$ cat src/rtl/irqagg_pkg.sv
package irqagg_pkg;

  typedef enum logic [2:0] {
    RID_NONE,
    RID_STAT,
    RID_SET,
    RID_CLR,
    RID_MSTAT,
    RID_MSET,
    RID_MCLR
  } reg_id_e;

  // Byte offset to register, per build; offsets matter to software
  function automatic reg_id_e map_offset(input bit latched, input logic [7:0] off);
    reg_id_e r;
    r = RID_NONE;
    if (latched) begin
      case (off)
        8'h00: r = RID_STAT;
        8'h04: r = RID_SET;
        8'h08: r = RID_CLR;
        8'h0C: r = RID_MSTAT;
        8'h10: r = RID_MSET;
        8'h14: r = RID_MCLR;
        default: r = RID_NONE;
      endcase
    end else begin
      case (off)
        8'h00: r = RID_STAT;
        8'h04: r = RID_MSTAT;
        8'h08: r = RID_MSET;
        8'h0C: r = RID_MCLR;
        default: r = RID_NONE;
      endcase
    end
    return r;
  endfunction

endpackage

$ cat src/rtl/irqagg_regdec.sv
module irqagg_regdec
  import irqagg_pkg::*;
#(
  parameter bit LATCHED = 1'b1,
  parameter int ADDR_W  = 8
) (
  input  logic              sel,
  input  logic              we,
  input  logic [ADDR_W-1:0] addr,
  output reg_id_e           rd_id,
  output logic              wr_set,
  output logic              wr_clr,
  output logic              wr_mset,
  output logic              wr_mclr
);
  localparam int LOW_W = (ADDR_W < 8) ? ADDR_W : 8;

  logic [7:0] low_off;
  logic       hi_zero;
  reg_id_e    hit;

  always_comb begin
    low_off = '0;
    low_off[LOW_W-1:0] = addr[LOW_W-1:0];
    hi_zero = ((addr >> LOW_W) == '0);
    hit     = hi_zero ? map_offset(LATCHED, low_off) : RID_NONE;
  end

  assign rd_id   = (sel && !we) ? hit : RID_NONE;
  assign wr_set  = sel && we && (hit == RID_SET);
  assign wr_clr  = sel && we && (hit == RID_CLR);
  assign wr_mset = sel && we && (hit == RID_MSET);
  assign wr_mclr = sel && we && (hit == RID_MCLR);
endmodule

$ cat src/rtl/irqagg_status.sv
module irqagg_status #(
  parameter int NSRC    = 32,
  parameter bit LATCHED = 1'b1
) (
  input  logic            clk,
  input  logic            rst,
  input  logic [NSRC-1:0] src_i,
  input  logic [NSRC-1:0] set_v,
  input  logic [NSRC-1:0] clr_v,
  output logic [NSRC-1:0] status_q
);
  logic [NSRC-1:0] src_q;
  logic [NSRC-1:0] rise;
  logic [NSRC-1:0] latch_nxt;
  logic [NSRC-1:0] status_nxt;

  always_ff @(posedge clk) begin
    if (rst) src_q <= '0;
    else     src_q <= src_i;
  end

  assign rise = src_i & ~src_q;
  // Edge and software set are ORed after the clear, so they win over it
  assign latch_nxt  = (status_q & ~clr_v) | set_v | rise;
  assign status_nxt = LATCHED ? latch_nxt : src_i;

  always_ff @(posedge clk) begin
    if (rst) status_q <= '0;
    else     status_q <= status_nxt;
  end
endmodule

$ cat src/rtl/irqagg_mask.sv
module irqagg_mask #(
  parameter int NSRC = 32
) (
  input  logic            clk,
  input  logic            rst,
  input  logic [NSRC-1:0] mset_v,
  input  logic [NSRC-1:0] mclr_v,
  output logic [NSRC-1:0] mask_q
);
  always_ff @(posedge clk) begin
    if (rst) mask_q <= '1;
    else     mask_q <= (mask_q | mset_v) & ~mclr_v;
  end
endmodule

$ cat src/rtl/irq_aggregator.sv
module irq_aggregator
  import irqagg_pkg::*;
#(
  parameter int NSRC    = 32,
  parameter int ADDR_W  = 8,
  parameter bit LATCHED = 1'b1
) (
  input  logic              clk,
  input  logic              rst,
  input  logic [NSRC-1:0]   src_i,
  input  logic              bus_sel,
  input  logic              bus_we,
  input  logic [ADDR_W-1:0] bus_addr,
  input  logic [NSRC-1:0]   bus_wdata,
  output logic [NSRC-1:0]   bus_rdata,
  output logic              irq_o
);
  reg_id_e         rd_id;
  logic            wr_set, wr_clr, wr_mset, wr_mclr;
  logic [NSRC-1:0] set_v, clr_v, mset_v, mclr_v;
  logic [NSRC-1:0] status_q, mask_q;
  logic [NSRC-1:0] rd_val;

  irqagg_regdec #(.LATCHED(LATCHED), .ADDR_W(ADDR_W)) u_dec (
    .sel(bus_sel), .we(bus_we), .addr(bus_addr),
    .rd_id(rd_id), .wr_set(wr_set), .wr_clr(wr_clr),
    .wr_mset(wr_mset), .wr_mclr(wr_mclr)
  );

  assign set_v  = wr_set  ? bus_wdata : '0;
  assign clr_v  = wr_clr  ? bus_wdata : '0;
  assign mset_v = wr_mset ? bus_wdata : '0;
  assign mclr_v = wr_mclr ? bus_wdata : '0;

  irqagg_status #(.NSRC(NSRC), .LATCHED(LATCHED)) u_stat (
    .clk(clk), .rst(rst), .src_i(src_i),
    .set_v(set_v), .clr_v(clr_v), .status_q(status_q)
  );

  irqagg_mask #(.NSRC(NSRC)) u_mask (
    .clk(clk), .rst(rst), .mset_v(mset_v), .mclr_v(mclr_v), .mask_q(mask_q)
  );

  always_comb begin
    case (rd_id)
      RID_STAT:  rd_val = status_q;
      RID_MSTAT: rd_val = mask_q;
      default:   rd_val = '0;
    endcase
  end

  always_ff @(posedge clk) begin
    if (rst) begin
      bus_rdata <= '0;
      irq_o     <= 1'b0;
    end else begin
      bus_rdata <= rd_val;
      irq_o     <= |(status_q & ~mask_q);
    end
  end
endmodule

$ cat config.mk
export PLATFORM = sky130hd
export DESIGN_NAME = irq_aggregator
export DESIGN_NICKNAME = d
export VERILOG_FILES = /design/src/rtl/irqagg_pkg.sv /design/src/rtl/irqagg_regdec.sv /design/src/rtl/irqagg_status.sv /design/src/rtl/irqagg_mask.sv /design/src/rtl/irq_aggregator.sv
export SDC_FILE = /design/constraint.sdc
export NUM_CORES = 1
export LEC_CHECK = 0
export BUFFER_PORTS_ARGS = -buffer_cell sky130_fd_sc_hd__buf_4
export CORE_UTILIZATION = 40
export DETAILED_ROUTE_END_ITERATION = 8
export GPL_ROUTABILITY_DRIVEN = 0
export SLEW_MARGIN = 5
export SYNTH_ARGS = -nofsm -noshare
export SYNTH_HDL_FRONTEND = slang
export SYNTH_SLANG_ARGS = --single-unit
export TNS_END_PERCENT = 5
$ cat constraint.sdc
create_clock -name clk -period 4.5 [get_ports clk]
set_clock_uncertainty 0.15 [all_clocks]
set_input_delay 0.225 -clock clk [delete_from_list [all_inputs] [get_ports clk]]
set_output_delay 0.225 -clock clk [all_outputs]
set_load 0.01 [all_outputs]
Word level (Yosys, flattened, before mapping)
Cells that the tools add are included.
{"block": "word_totals", "reg_bits": 129, "wordCells": 43, "input_bits": 76, "output_inout_bits": 33}
{"block": "classes", "n_bitwise": 11, "muxes": 7, "n_reduce_logical": 9, "n_eq_ne": 11}
{"op": "$and A32 B32 Y32", "count": 4}
{"op": "$mux W32", "count": 4}
{"op": "$not A32 Y32", "count": 4}
{"op": "$or A32 B32 Y32", "count": 3}
{"op": "$pmux W32 S2", "count": 1}
{"op": "$reduce_or A32 Y1", "count": 1}
{"op": "$pmux W3 S6", "count": 1}
{"op": "$eq A8 B4 Y1 const B", "count": 2}
{"op": "$eq A8 B5 Y1 const B", "count": 2}
{"op": "$eq A3 B3 Y1 const B", "count": 3}
{"op": "$eq A8 B3 Y1 const B", "count": 1}
{"op": "$logic_not A8 Y1", "count": 1}
{"op": "$eq A3 B2 Y1 const B", "count": 2}
{"op": "$logic_and A1 B1 Y1", "count": 6}
{"op": "$eq A3 B1 Y1 const B", "count": 1}
{"op": "$mux W3", "count": 1}
{"op": "$logic_not A1 Y1", "count": 1}

Depth between registers and ports, before layout
Gate-level depths: netlist of the first run.
{"block": "depth", "ltp_word": 9, "ltp_mapped": 6}

Cells and area by module
A second synthesis of the first run with hierarchy kept.
{"block": "hier_totals", "hier_cells": 648, "area_unflattened_um2": 6251.0}
{"module": "irqagg_status", "area_each_um2": 2807.7, "instances": 1, "seq_area_each_um2": 1281.2, "cells_each": 231}
{"module": "irq_aggregator", "area_each_um2": 2312.2, "instances": 1, "seq_area_each_um2": 660.6, "cells_each": 302}
{"module": "irqagg_mask", "area_each_um2": 1016.0, "instances": 1, "seq_area_each_um2": 640.6, "cells_each": 99}
{"module": "irqagg_regdec", "area_each_um2": 115.1, "instances": 1, "seq_area_each_um2": 0.0, "cells_each": 16}

Least setup slack after synthesis of the first run
OpenSTA, ideal clock, no wires.
{"block": "synth_path", "path_kind": "input to register", "start": "input port bus_addr[5]", "end": "register bus_rdata[0]", "required_ns": 4.285, "path_stages": 6, "setup_slack_ns": 2.524, "setup_ns": 0.065, "t_arrival_ns": 1.761, "n_path_buf": 2, "cell_sequence": "or4b_4 -> or3_1 -> or3_1 -> buf_2 -> buf_6 -> nor2_1"}
{"block": "synth_via", "elab_chain_len": 5, "word_cells_on_any_way": 11, "cone_classes": "7 x eq/ne; 3 x mux; 1 x reduce/logical"}
{"item": "start, declared", "line_no": "irq_aggregator.sv:13", "text": "input logic [ADDR_W-1:0] bus_addr,"}
{"item": "$eq A8 B5 Y1, or another cell as far along", "line_no": "irqagg_pkg.sv:18", "text": "case (off)"}
{"item": "$pmux W3 S6 (*)", "line_no": "irqagg_pkg.sv:18"}
{"item": "$mux W3 (*)", "line_no": "irqagg_regdec.sv:29", "text": "assign rd_id = (sel && !we) ? hit : RID_NONE;"}
{"item": "$eq A3 B3 Y1 or $eq A3 B1 Y1 (tied branches)", "line_no": "irq_aggregator.sv:45", "text": "case (rd_id)"}
{"item": "$pmux W32 S2 (*)", "line_no": "irq_aggregator.sv:45"}
{"item": "end signal, assigned", "line_no": "irq_aggregator.sv:57", "text": "bus_rdata <= rd_val;"}
{"item": "end, declared", "line_no": "irq_aggregator.sv:15", "text": "output logic [NSRC-1:0] bus_rdata,"}
Mark *: on every way between the ends. The rest lies on a longest branch, timed or not.
A chain may end at the register's enable or synchronous reset.

Final worst setup path of the first run
{"block": "layout_path", "start": "input port bus_addr[5]", "end": "register u_stat.status_q[5]"}
{"block": "layout_via", "elab_chain_len": 9, "word_cells_on_any_way": 17, "cone_classes": "7 x eq/ne; 3 x mux; 4 x bitwise; 3 x reduce/logical"}
{"item": "$eq A8 B5 Y1, or another cell as far along", "line_no": "irqagg_pkg.sv:18"}
{"item": "$pmux W3 S6 (*)", "line_no": "irqagg_pkg.sv:18"}
{"item": "$eq A3 B2 Y1", "line_no": "irqagg_regdec.sv:31", "text": "assign wr_clr = sel && we && (hit == RID_CLR);"}
{"item": "$logic_and A1 B1 Y1", "line_no": "irqagg_regdec.sv:31"}
{"item": "$mux W32", "line_no": "irq_aggregator.sv:31", "text": "assign clr_v = wr_clr ? bus_wdata : '0;"}
{"item": "$not A32 Y32", "line_no": "irqagg_status.sv:24", "text": "assign latch_nxt = (status_q & ~clr_v) | set_v | rise;"}
{"item": "$and A32 B32 Y32", "line_no": "irqagg_status.sv:24"}
{"item": "$or A32 B32 Y32 (*) (2 in series)", "line_no": "irqagg_status.sv:24"}
{"item": "end signal, assigned", "line_no": "irqagg_status.sv:29", "text": "else status_q <= status_nxt;"}
{"item": "end, declared", "line_no": "irqagg_status.sv:10", "text": "output logic [NSRC-1:0] status_q"}
Marked as above.

==> results of run 1 <==
## per-stage QoR
stage                     area, sq um  cells  power [uW]  hold WS [ns]
after floorplan                  4800    489        1330         0.183
after global placement           5710    711        1430         0.293
after detailed placement         5710    711        1430         0.299
after CTS                        6940    807        2860         0.155
after global routing             6940    807        2950         0.188
final                            6940    807        2850         0.158
## layout by cell type (no fill, tap or decap), types with 16 or more instances in the layout
cell / n
a22oi_1: 32
dlygate4sd3_1: 64
o22ai_1: 16
buf_4: 117
a211oi_1: 64
clkbuf_16: 17
inv_1: 64
dfxtp_1: 129
a31oi_1: 32
a221o_1: 32
nor2_1: 32
nor2b_1: 32
## power groups by stage
stage	sequential, uW	combinational (uW)	clock [uW]
final	1210	250	1390
after global routing	1210	273	1470
after CTS	1200	249	1410
after detailed placement	1230	204	0
after global placement	1230	199	0
after floorplan	1230	109	0
## worst max-delay path, stage by stage
cell and delay [ns]:
buf_4 0.11, or4b_4 0.57, or3_1 0.39, nor3_4 0.17, buf_4 0.42, a221o_1 0.24
## metal layers
layer / vias to the layer above / routed length [microns]
li1: 2124 / -
met1: 2067 / 6310
met2: 161 / 6450
met3: 6 / 913
met4: 0 / 71
met5: - / 0
## flip-flops by register name, indices dropped and copies added, names as in the netlist
| signal | cells |
|---|---|
| bus_rdata | 32 |
| u_mask.mask_q | 32 |
| u_stat.src_q | 32 |
| u_stat.status_q | 32 |
| irq_o | 1 |
## worst paths after layout
kind | to | from
max | u_stat.status_q[5]$_SDFF_PP0_ | bus_addr[5]
min | u_mask.mask_q[3]$_SDFF_PP1_ | bus_addr[6]
max reg2reg | irq_o$_SDFF_PP0_ | u_stat.status_q[6]$_SDFF_PP0_
min reg2reg | u_stat.status_q[9]$_SDFF_PP0_ | u_stat.src_q[9]$_SDFF_PP0_
## kinds of logic (layout without fill, tap and decap cells)
group / count (synthesis) / in the layout
and+or+nand+nor: 81 / 81
AOI/OAI and AO/OA: 177 / 177
buffers and inverters: 102 / 277
DFF: 129 / 129
## final cells by class
class | count | area, sq um | share of cell area (%)
clock buffers | 22 | 464 | 6.68
clock inverters | 10 | 134 | 1.93
inverters | 64 | 240 | 3.46
multi-input cells | 258 | 1830 | 26.3
flip-flops and latches | 129 | 2580 | 37.2
well taps | 143 | 179 | 2.58
repair buffers | 181 | 1520 | 21.9
==> summary.md, run 1 <==
| Metric | Value |
|---|---|
| DPL Wire Length | 8260 microns |
| Via/cell ratio | roughly 5.4 |
| Gr busiest metal | met2 |
| Crit Path Category | in -> reg |
| Clock tree sinks | 129 |
| Worst Tran Pin Value | 0.808 ns |
| Die Wd | 112 microns |
| Proportion of synthesized area in mux cells | 0% |
| Syn_nets | roughly 570 |
| RSZ-0062 raised after global routing | no |
| Largest family of logic cells by synthesized area | compound AO/OA/AOI/OAI gates |
| Synth Area in Adders | 0% |
| Post-route core utilization | ~60% |
| Post-synthesis compound-gate area fraction | between 20% and 30% |
| Max Buffers Root-to-Sink | 2 |
| Critical Path RT | roughly 4.7 ns |
| Clk network pwr share | 48.9% |
| Met3 GRT Util | 5.12% |
| TritonCTS Buffers | 17 |
| Static leakage | around 0.0028 uW |
| Yosys reg bits | 129 |
| Clk pin slew, worst setup/hold paths | around 0.06 ns |
| Fill cells | just over 1k |
| Layout cells sized above 1 | 23.0% |
| Top-count cell post-synth | dfxtp_1 |
| Final period utilization | between 40% and 50% |
| Rel. slew slack | 46.2% |
| Reg-to-reg slack, setup | 3.20 ns |
| Vias | 4358 |
| Pre-CTS setup slack | 2.14 ns |
| Crit-path max FO | 32 |
| Library cells used by synthesis | 21 |
| Initial Util | approximately two fifths |
| Status | complete, but fails checks |
| Met2 Usage GRT | 36.4% |
| Pint | 2220 uW |
| Synth top area share | 53.8% |
| Register share of total power | 42.3% |
| Sw power | 631 uW |
| Dominant synthesized flop cell | dfxtp_1 |
| Ranking of synthesized cells by area | dfxtp_1 54%, a211oi_1 10%, a221o_1 6.7% |
| Core Rows | 39 |
| Seq/Total Area, Yosys | a little over half |
| Final Setup Violations | 0 |
| MaxCap Viol Count | 0 |
| Total gr overflow | 0 |
| Post-Synth XOR/XNOR Area | 0% |
| Num ports | around 110 |
| Detailed Route WL | 13700 microns |
| Post-CTS Setup Repair Bufs | 0 |
| Most frequent cells after synthesis | 129 x dfxtp_1, 64 x a211oi_1, 64 x inv_1 |
| Post-Synth Simple-Gate Area | about a tenth |
| Final hold vios | 0 |
| Cts hold-fix bufs | 64 |
| Worst Hold Depth | 4 |
| Fin worst setup slack | about 2.6 ns |
| Post-synth top area cell | dfxtp_1 |
| Crit path arrival time | 2.14 ns |
| Syn Area/Cell | 9.82 sq um |
| GRT Overall Usage | a little under a quarter |
| Die height | ~110 microns |
| DR iter-0 viols | 279 |
| Post-CTS Resized | 0 |
| Area of the core | roughly 0.012 sq mm |
| Tmin final | 1.93 ns |
| Synth-to-Final Area Change | 44.7% |
| Worst hold path type | in -> reg |
| Vias in the first global route | 4227 |
| Initial antenna violation count | 0 |
| CTS tree | done |
| FFs w/ async S/R, synth | 0% |
| ANT nets after route | 0 |
| Largest net degree at the start of global routing | 72 |
| Clk root buf | clkbuf_16 |
| FMAX | approximately 520 MHz |
| DRC | 7 |
| Ant. Diodes | 0 |
| 1st-pass router iterations | 7 |
| Clock Latency Late Sink | 0.42 ns |
| CP Capture Type | flip-flop |
| Comb power frac | 8.8% |
| H-tree Lvls | 4 |
| Netlist Area Pre-Place | 0.00480 sq mm |
| Worst VDD drop | 0.300 mV |
| Slew Viols, Final | 0 |
| Pwr per Cell Area | 410 mW/mm^2 |
| CP Launch Type | input port |
| Met1 usage | 30.9% |
| Layout Nets | 727 |
| DR WL/cell | 17.0 microns |
| Failing checks | DRC |
| Worst-case reg-to-reg path depth | 4 |
| Synth warn | 0 |
| Port buffer count | 108 |
| Mapped Cells | around 490 |
| Sw frac | 22.1% |
| EDFF count, synth | 0 |
| Global-route wire length before repair | 22100 microns |
| Total Die Area | 0.0124 sq mm |
| Setup total negative slack | 0 ns |
Note: power is estimated with default switching activity, not from simulation.
==> inputs of run 2 (changes only) <==
clock period = 1.8 ns   (was 4.5 ns; I/O delays follow)
==> summary.md, run 2 (same netlist as run 1, synthesis figures left out) <==
| Metric | Value |
|---|---|
| DPL Wire Length | 8860 microns (was 8260 microns) |
| DR iter-0 viols | 289 (was 279) |
| Worst path most repeated cell | buf_4 (unchanged) |
| Vias | 4439 (was 4358) |
| Layout cells sized above 1 | 25.0% (was 23.0%) |
| CP max stage delay | 0.53 ns (was 0.57 ns) |
| Total Die Area | 0.0124 sq mm (unchanged) |
| Fin worst setup slack | 0.148 ns (was 2.57 ns) |
| Clock tree sinks | 129 (unchanged) |
| CTS tree | done (unchanged) |
| Die height | 112 microns (unchanged) |
| Initial antenna violation count | 0 (unchanged) |
| Ant. Diodes | 0 (unchanged) |
| Crit path arrival time | 1.80 ns (was 2.14 ns) |
| Die Wd | 112 microns (unchanged) |
| Critical Path RT | 1.95 ns (was 4.70 ns) |
| Rel. slew slack | 74.9% (was 46.2%) |
| Synth-to-Final Area Change | 48.6% (was 44.7%) |
| Worst Tran Pin Value | 0.377 ns (was 0.808 ns) |
| GRT Overall Usage | 22.8% (was 22.9%) |
| Crit Path Category | in -> reg (unchanged) |
| RSZ-0062 raised after global routing | no (unchanged) |
| Final period utilization | between 90 and 100% |
| Largest net degree at the start of global routing | 49 (was 72) |
| Core Rows | 39 (unchanged) |
| CP Launch Type | input port (unchanged) |
| Vias in the first global route | 4222 (was 4227) |
| Multi-input gate area | 0.00183 sq mm (unchanged) |
| ANT nets after route | 0 (unchanged) |
| CP Capture Type | flip-flop (unchanged) |
| Most common cell after layout, fill and taps aside | dfxtp_1 (unchanged) |
| Placed insts | 725 (was 711) |
| Commonest non-fill, non-tap cells in the layout | 129 x dfxtp_1, 125 x buf_4, 66 x dlygate4sd3_1 (was 129 x dfxtp_1, 117 x buf_4, 64 x inv_1, 64 x a211oi_1, 64 x dlygate4sd3_1) |
| FMAX | a little over 600 MHz |
| Layout Nets | 743 (was 727) |
| Via/cell ratio | 5.39 (was 5.40) |
| Clk root buf | clkbuf_16 (unchanged) |
| Post-CTS Resized | 0 (unchanged) |
| TritonCTS Buffers | 17 (unchanged) |
| Final Setup Violations | 0 (unchanged) |
| Max Buffers Root-to-Sink | 2 (unchanged) |
| Slew Viols, Final | 0 (unchanged) |
| Clock Latency Late Sink | 0.41 ns (was 0.42 ns) |
| Worst VDD drop | 0.524 mV (was 0.300 mV) |
| 1st-pass router iterations | 8 (was 7) |
| Num ports | 109 (unchanged) |
| Pre-CTS setup slack | -0.275 ns (was 2.14 ns) |
| Port buffer count | 108 (unchanged) |
| Status | complete, but fails checks (unchanged) |
| Failing checks | DRC (unchanged) |
| Critical Path, Cell by Cell | buf_4, or4b_4, buf_4, nor4_4, buf_12, a211oi_1, a221o_1 (was buf_4, or4b_4, or3_1, nor3_4, buf_4, a221o_1) |
| MaxCap Viol Count | 0 (unchanged) |
| Crit-path max FO | 23 (was 32) |
| Clk pin slew, worst setup/hold paths | 0.06 ns (about the same) |
| Post-layout total power | 7030 uW (was 2850 uW) |
| Worst hold path type | in -> reg (unchanged) |
| DRC | 3 (was 7) |
| DR WL/cell | 16.6 microns (was 17.0 microns) |
| Final hold vios | 0 (unchanged) |
| Tmin final | 1.65 ns |
| Initial Util | 41.5% (unchanged) |
| Pwr per Cell Area | 986 mW/mm^2 (was 410 mW/mm^2) |
| Highest-delay cell along the critical path | or4b_4 (unchanged) |
| H-tree Lvls | 4 (unchanged) |
| Global-route wire length before repair | 22000 microns (was 22100 microns) |
| Area of the core | 0.0116 sq mm (unchanged) |
| Detailed Route WL | 13700 microns (about the same) |
| Setup total negative slack | 0 ns (unchanged) |
| Total gr overflow | 0 (unchanged) |
| Bufs and invs on worst path | 3 (was 2) |
| Fill cells | 938 (was 1039) |
| Fin cells | 823 (was 807) |
| CP top delay family | simple AND/OR/NAND/NOR gates (unchanged) |
| FF+latch area | 0.00258 sq mm (unchanged) |
| Post-CTS Setup Repair Bufs | 0 (unchanged) |
| Static leakage | 0.00292 uW (was 0.00283 uW) |
[run 2: cell count changes in the layout (fill, tap and decap cells not counted), sizes merged]
cell	before	now
buf	117	131
clkinv	5	7
dlygate4sd3	64	66
clkinvlp	2	4
clkbuf	22	17
bufinv	3	2
inv	64	66
[run 2: report_power, final]
group | internal [uW] | switching [uW] | total (uW)
sequential | 2970 | 46.1 | 3010
combinational | 355 | 295 | 650
clock | 2050 | 1320 | 3370
[run 2: what timing repair did]
item / in CTS / in global routing
hold buffers: 66 / 0
endpoints found under the hold margin: 96 / 0
endpoints found under the setup margin: 0 / 0
[run 2: path summary, 6_finish.rpt]
kind / startpoint / to / slack, ns / cells after the start
setup / recovery: bus_addr[5] / u_stat.status_q[4]$_SDFF_PP0_ / 0.15 / 7
setup reg to reg: u_stat.status_q[2]$_SDFF_PP0_ / irq_o$_SDFF_PP0_ / 0.41 / 4
hold / removal: bus_addr[2] / bus_rdata[27]$_SDFF_PP0_ / 0.1 / 5
hold reg to reg: u_stat.src_q[6]$_SDFF_PP0_ / u_stat.status_q[6]$_SDFF_PP0_ / 0.33 / 2
[run 2: worst reg2reg max path, stage by stage, from the launching register on]
cell and delay [ns]:
dfxtp_1 0.31, inv_1 0.09, o22ai_1 0.12, nor4_1 0.34, a41oi_1 0.22
[run 2: layout make-up]
cell class                      instances  area share [%]
Clock buffer                           17            5.96
Timing Repair Buffer                  197            24.1
Sequential cell                       129            36.2
Clock inverter                         15            2.26
Inverter                               64            3.37
Tap cell                              143            2.51
Multi-Input combinational cell        258            25.6
[run 2: routing by layer]
layer | vias up | global-route usage [%] | part of all wire (%)
li1 | 2167 | - | -
met1 | 2115 | 30.8 | 47
met2 | 147 | 37.0 | 48
met3 | 10 | 4.68 | 5.0
met4 | 0 | 6.22 | 0.74
met5 | - | 0 | 0
[run 2: per-stage QoR]
stage / util, % / instance area, sq um / hold slack, ns
after floorplan: - / 4800 / 0.0478
after global placement: 50.9 / 5890 / 0.160
after detailed placement: 50.9 / 5890 / 0.164
after CTS: 61.7 / 7130 / 0.0794
after global routing: 61.7 / 7130 / 0.106
final: 61.7 / 7130 / 0.0975
==> inputs of run 3 (changes only) <==
clock period = 2.1 ns   (was 1.8 ns; I/O delays follow)
==> summary.md, run 3 (same netlist as run 1, synthesis figures left out) <==
| Metric | Value |
|---|---|
| Status | complete, but fails checks (unchanged) |
| Failing checks | DRC (unchanged) |
| Area of the core | 0.0116 sq mm (unchanged) |
| Post-CTS Resized | 0 (unchanged) |
| Crit Path Category | in -> reg (unchanged) |
| Rel. slew slack | 68.0% (was 74.9%) |
| Global-route wire length before repair | 22200 microns (was 22000 microns) |
| Vias in the first global route | 4264 (was 4222) |
| Worst Tran Pin Value | 0.479 ns (was 0.377 ns) |
| Max Buffers Root-to-Sink | 2 (unchanged) |
| Fill cells | 983 (was 938) |
| Final hold vios | 0 (unchanged) |
| Gr busiest metal | met2 (unchanged) |
| RSZ-0062 raised after global routing | no (unchanged) |
| Multi-input gate area | 0.00183 sq mm (unchanged) |
| Pwr per Cell Area | 878 mW/mm^2 (was 986 mW/mm^2) |
| Core Rows | 39 (unchanged) |
| Die height | 112 microns (unchanged) |
| DR WL/cell | 17.0 microns (was 16.6 microns) |
| Largest net degree at the start of global routing | 65 (was 49) |
| Clock tree sinks | 129 (unchanged) |
| Slew Viols, Final | 0 (unchanged) |
| Worst hold path type | in -> reg (unchanged) |
| Static leakage | 0.00286 uW (was 0.00292 uW) |
| Final period utilization | 82.0% |
| Crit path capture | bus_rdata[3]$_SDFF_PP0_ (was u_stat.status_q[4]$_SDFF_PP0_) |
| DR iter-0 viols | 284 (was 289) |
| Fin cells | 809 (was 823) |
| Final Setup Violations | 0 (unchanged) |
| Met1 usage | 30.3% (was 30.8%) |
| DPL Wire Length | 8350 microns (was 8860 microns) |
| ANT nets after route | 0 (unchanged) |
| Reg-to-reg slack, setup | 0.79 ns (was 0.41 ns) |
| Crit-path max FO | 20 (was 23) |
| Commonest non-fill, non-tap cells in the layout | 129 x dfxtp_1, 115 x buf_4, 64 x inv_1, 64 x a211oi_1, 64 x dlygate4sd3_1 (was 129 x dfxtp_1, 125 x buf_4, 66 x dlygate4sd3_1) |
| Via/cell ratio | 5.41 (was 5.39) |
| Total gr overflow | 0 (unchanged) |
| Tmin final | around 1.7 ns |
| Initial antenna violation count | 0 (unchanged) |
| Critical Path RT | 2.30 ns (was 1.95 ns) |
| GRT Overall Usage | 23.1% (was 22.8%) |
| Total Die Area | 0.0124 sq mm (unchanged) |
| Clk pin slew, worst setup/hold paths | 0.06 ns (about the same) |
| R2r startpoint | u_stat.status_q[2]$_SDFF_PP0_ (unchanged) |
| H-tree Lvls | 4 (unchanged) |
| CP Launch Type | input port (unchanged) |
| Pre-CTS setup slack | -0.0282 ns (was -0.275 ns) |
| Most common cell after layout, fill and taps aside | dfxtp_1 (unchanged) |
| Num ports | 109 (unchanged) |
| 1st-pass router iterations | 7 (was 8) |
| TritonCTS Buffers | 17 (unchanged) |
| Worst setup startpoint | bus_addr[5] (unchanged) |
| Worst VDD drop | 0.462 mV (was 0.524 mV) |
| R2R Path End | irq_o$_SDFF_PP0_ (unchanged) |
| DRC | 7 (was 3) |
| CP Capture Type | flip-flop (unchanged) |
| Detailed Route WL | 13800 microns (was 13700 microns) |
| MaxCap Viol Count | 0 (unchanged) |
| Vias | 4373 (was 4439) |
| Ant. Diodes | 0 (unchanged) |
| Cts hold-fix bufs | 64 (was 66) |
| Worst-case reg-to-reg path depth | 4 (unchanged) |
| Placed insts | 713 (was 725) |
| CTS tree | done (unchanged) |
| Port buffer count | 108 (unchanged) |
| Clk root buf | clkbuf_16 (unchanged) |
| Clock Latency Late Sink | 0.42 ns (was 0.41 ns) |
| Post-CTS Setup Repair Bufs | 0 (unchanged) |
| FMAX | 581 MHz |
| Layout Nets | 729 (was 743) |
| Die Wd | 112 microns (unchanged) |
| Post-layout total power | 6170 uW (was 7030 uW) |
| Met2 Usage GRT | 36.9% (was 37.0%) |
| Met3 GRT Util | 5.77% (was 4.68%) |
| Fin worst setup slack | 0.378 ns (was 0.148 ns) |
| FF+latch area | 0.00258 sq mm (unchanged) |
| Synth-to-Final Area Change | 46.4% (was 48.6%) |
| Layout cells sized above 1 | 23.6% (was 25.0%) |
| Initial Util | 41.5% (unchanged) |
| Setup total negative slack | 0 ns (unchanged) |
| Crit path arrival time | 1.92 ns (was 1.80 ns) |
## run 3: worst min path at each step
stage	slack, ns	startpoint	end	depth (start not counted)
floorplan	0.06	bus_wdata[0]	u_mask.mask_q[0]$_SDFF_PP1_	1
global placement	0.17	bus_wdata[20]	u_mask.mask_q[20]$_SDFF_PP1_	2
detailed placement	0.18	bus_wdata[15]	u_mask.mask_q[15]$_SDFF_PP1_	2
CTS	0.04	rst	u_stat.src_q[10]$_SDFF_PP0_	2
global route	0.07	rst	u_stat.src_q[30]$_SDFF_PP0_	2
finish	0.07	rst	u_stat.src_q[30]$_SDFF_PP0_	2
## run 3: final cells by class
cell class | instances | area share [%]
clock buffers | 20 | 6.50
clock inverters | 12 | 2.24
inverters | 64 | 3.42
multi-input cells | 258 | 26.0
flip-flops and latches | 129 | 36.8
well taps | 143 | 2.55
repair buffers | 183 | 22.5
## run 3: worst max-delay path, cell delays in order
cell    delay [ns]
buf_4         0.11
or4b_4        0.57
or3_1         0.39
or3_1         0.35
buf_4         0.24
nor2_1        0.15
## run 3: report_power, final
group	switching, uW	total, uW	leakage (uW)	internal [uW]
Sequential	38.8	2580	0.00106	2540
Clock	1110	3040	0.000293	1930
Combinational	249	543	0.00150	294
## run 3: routing by layer
metal | vias to the layer above | routed length, microns
met5 | - | 0
met4 | 0 | 139
met2 | 139 | 6400
met1 | 2085 | 6440
li1 | 2137 | -
met3 | 12 | 784
## run 3: stage by stage
step,util (%),hold slack (ns),instance area (sq um)
final,60.7,0.0660,7030
after CTS,60.7,0.0373,7030
after detailed placement,49.9,0.178,5770
after global routing,60.7,0.0714,7030
after global placement,49.9,0.173,5770
after floorplan,-,0.0628,4800
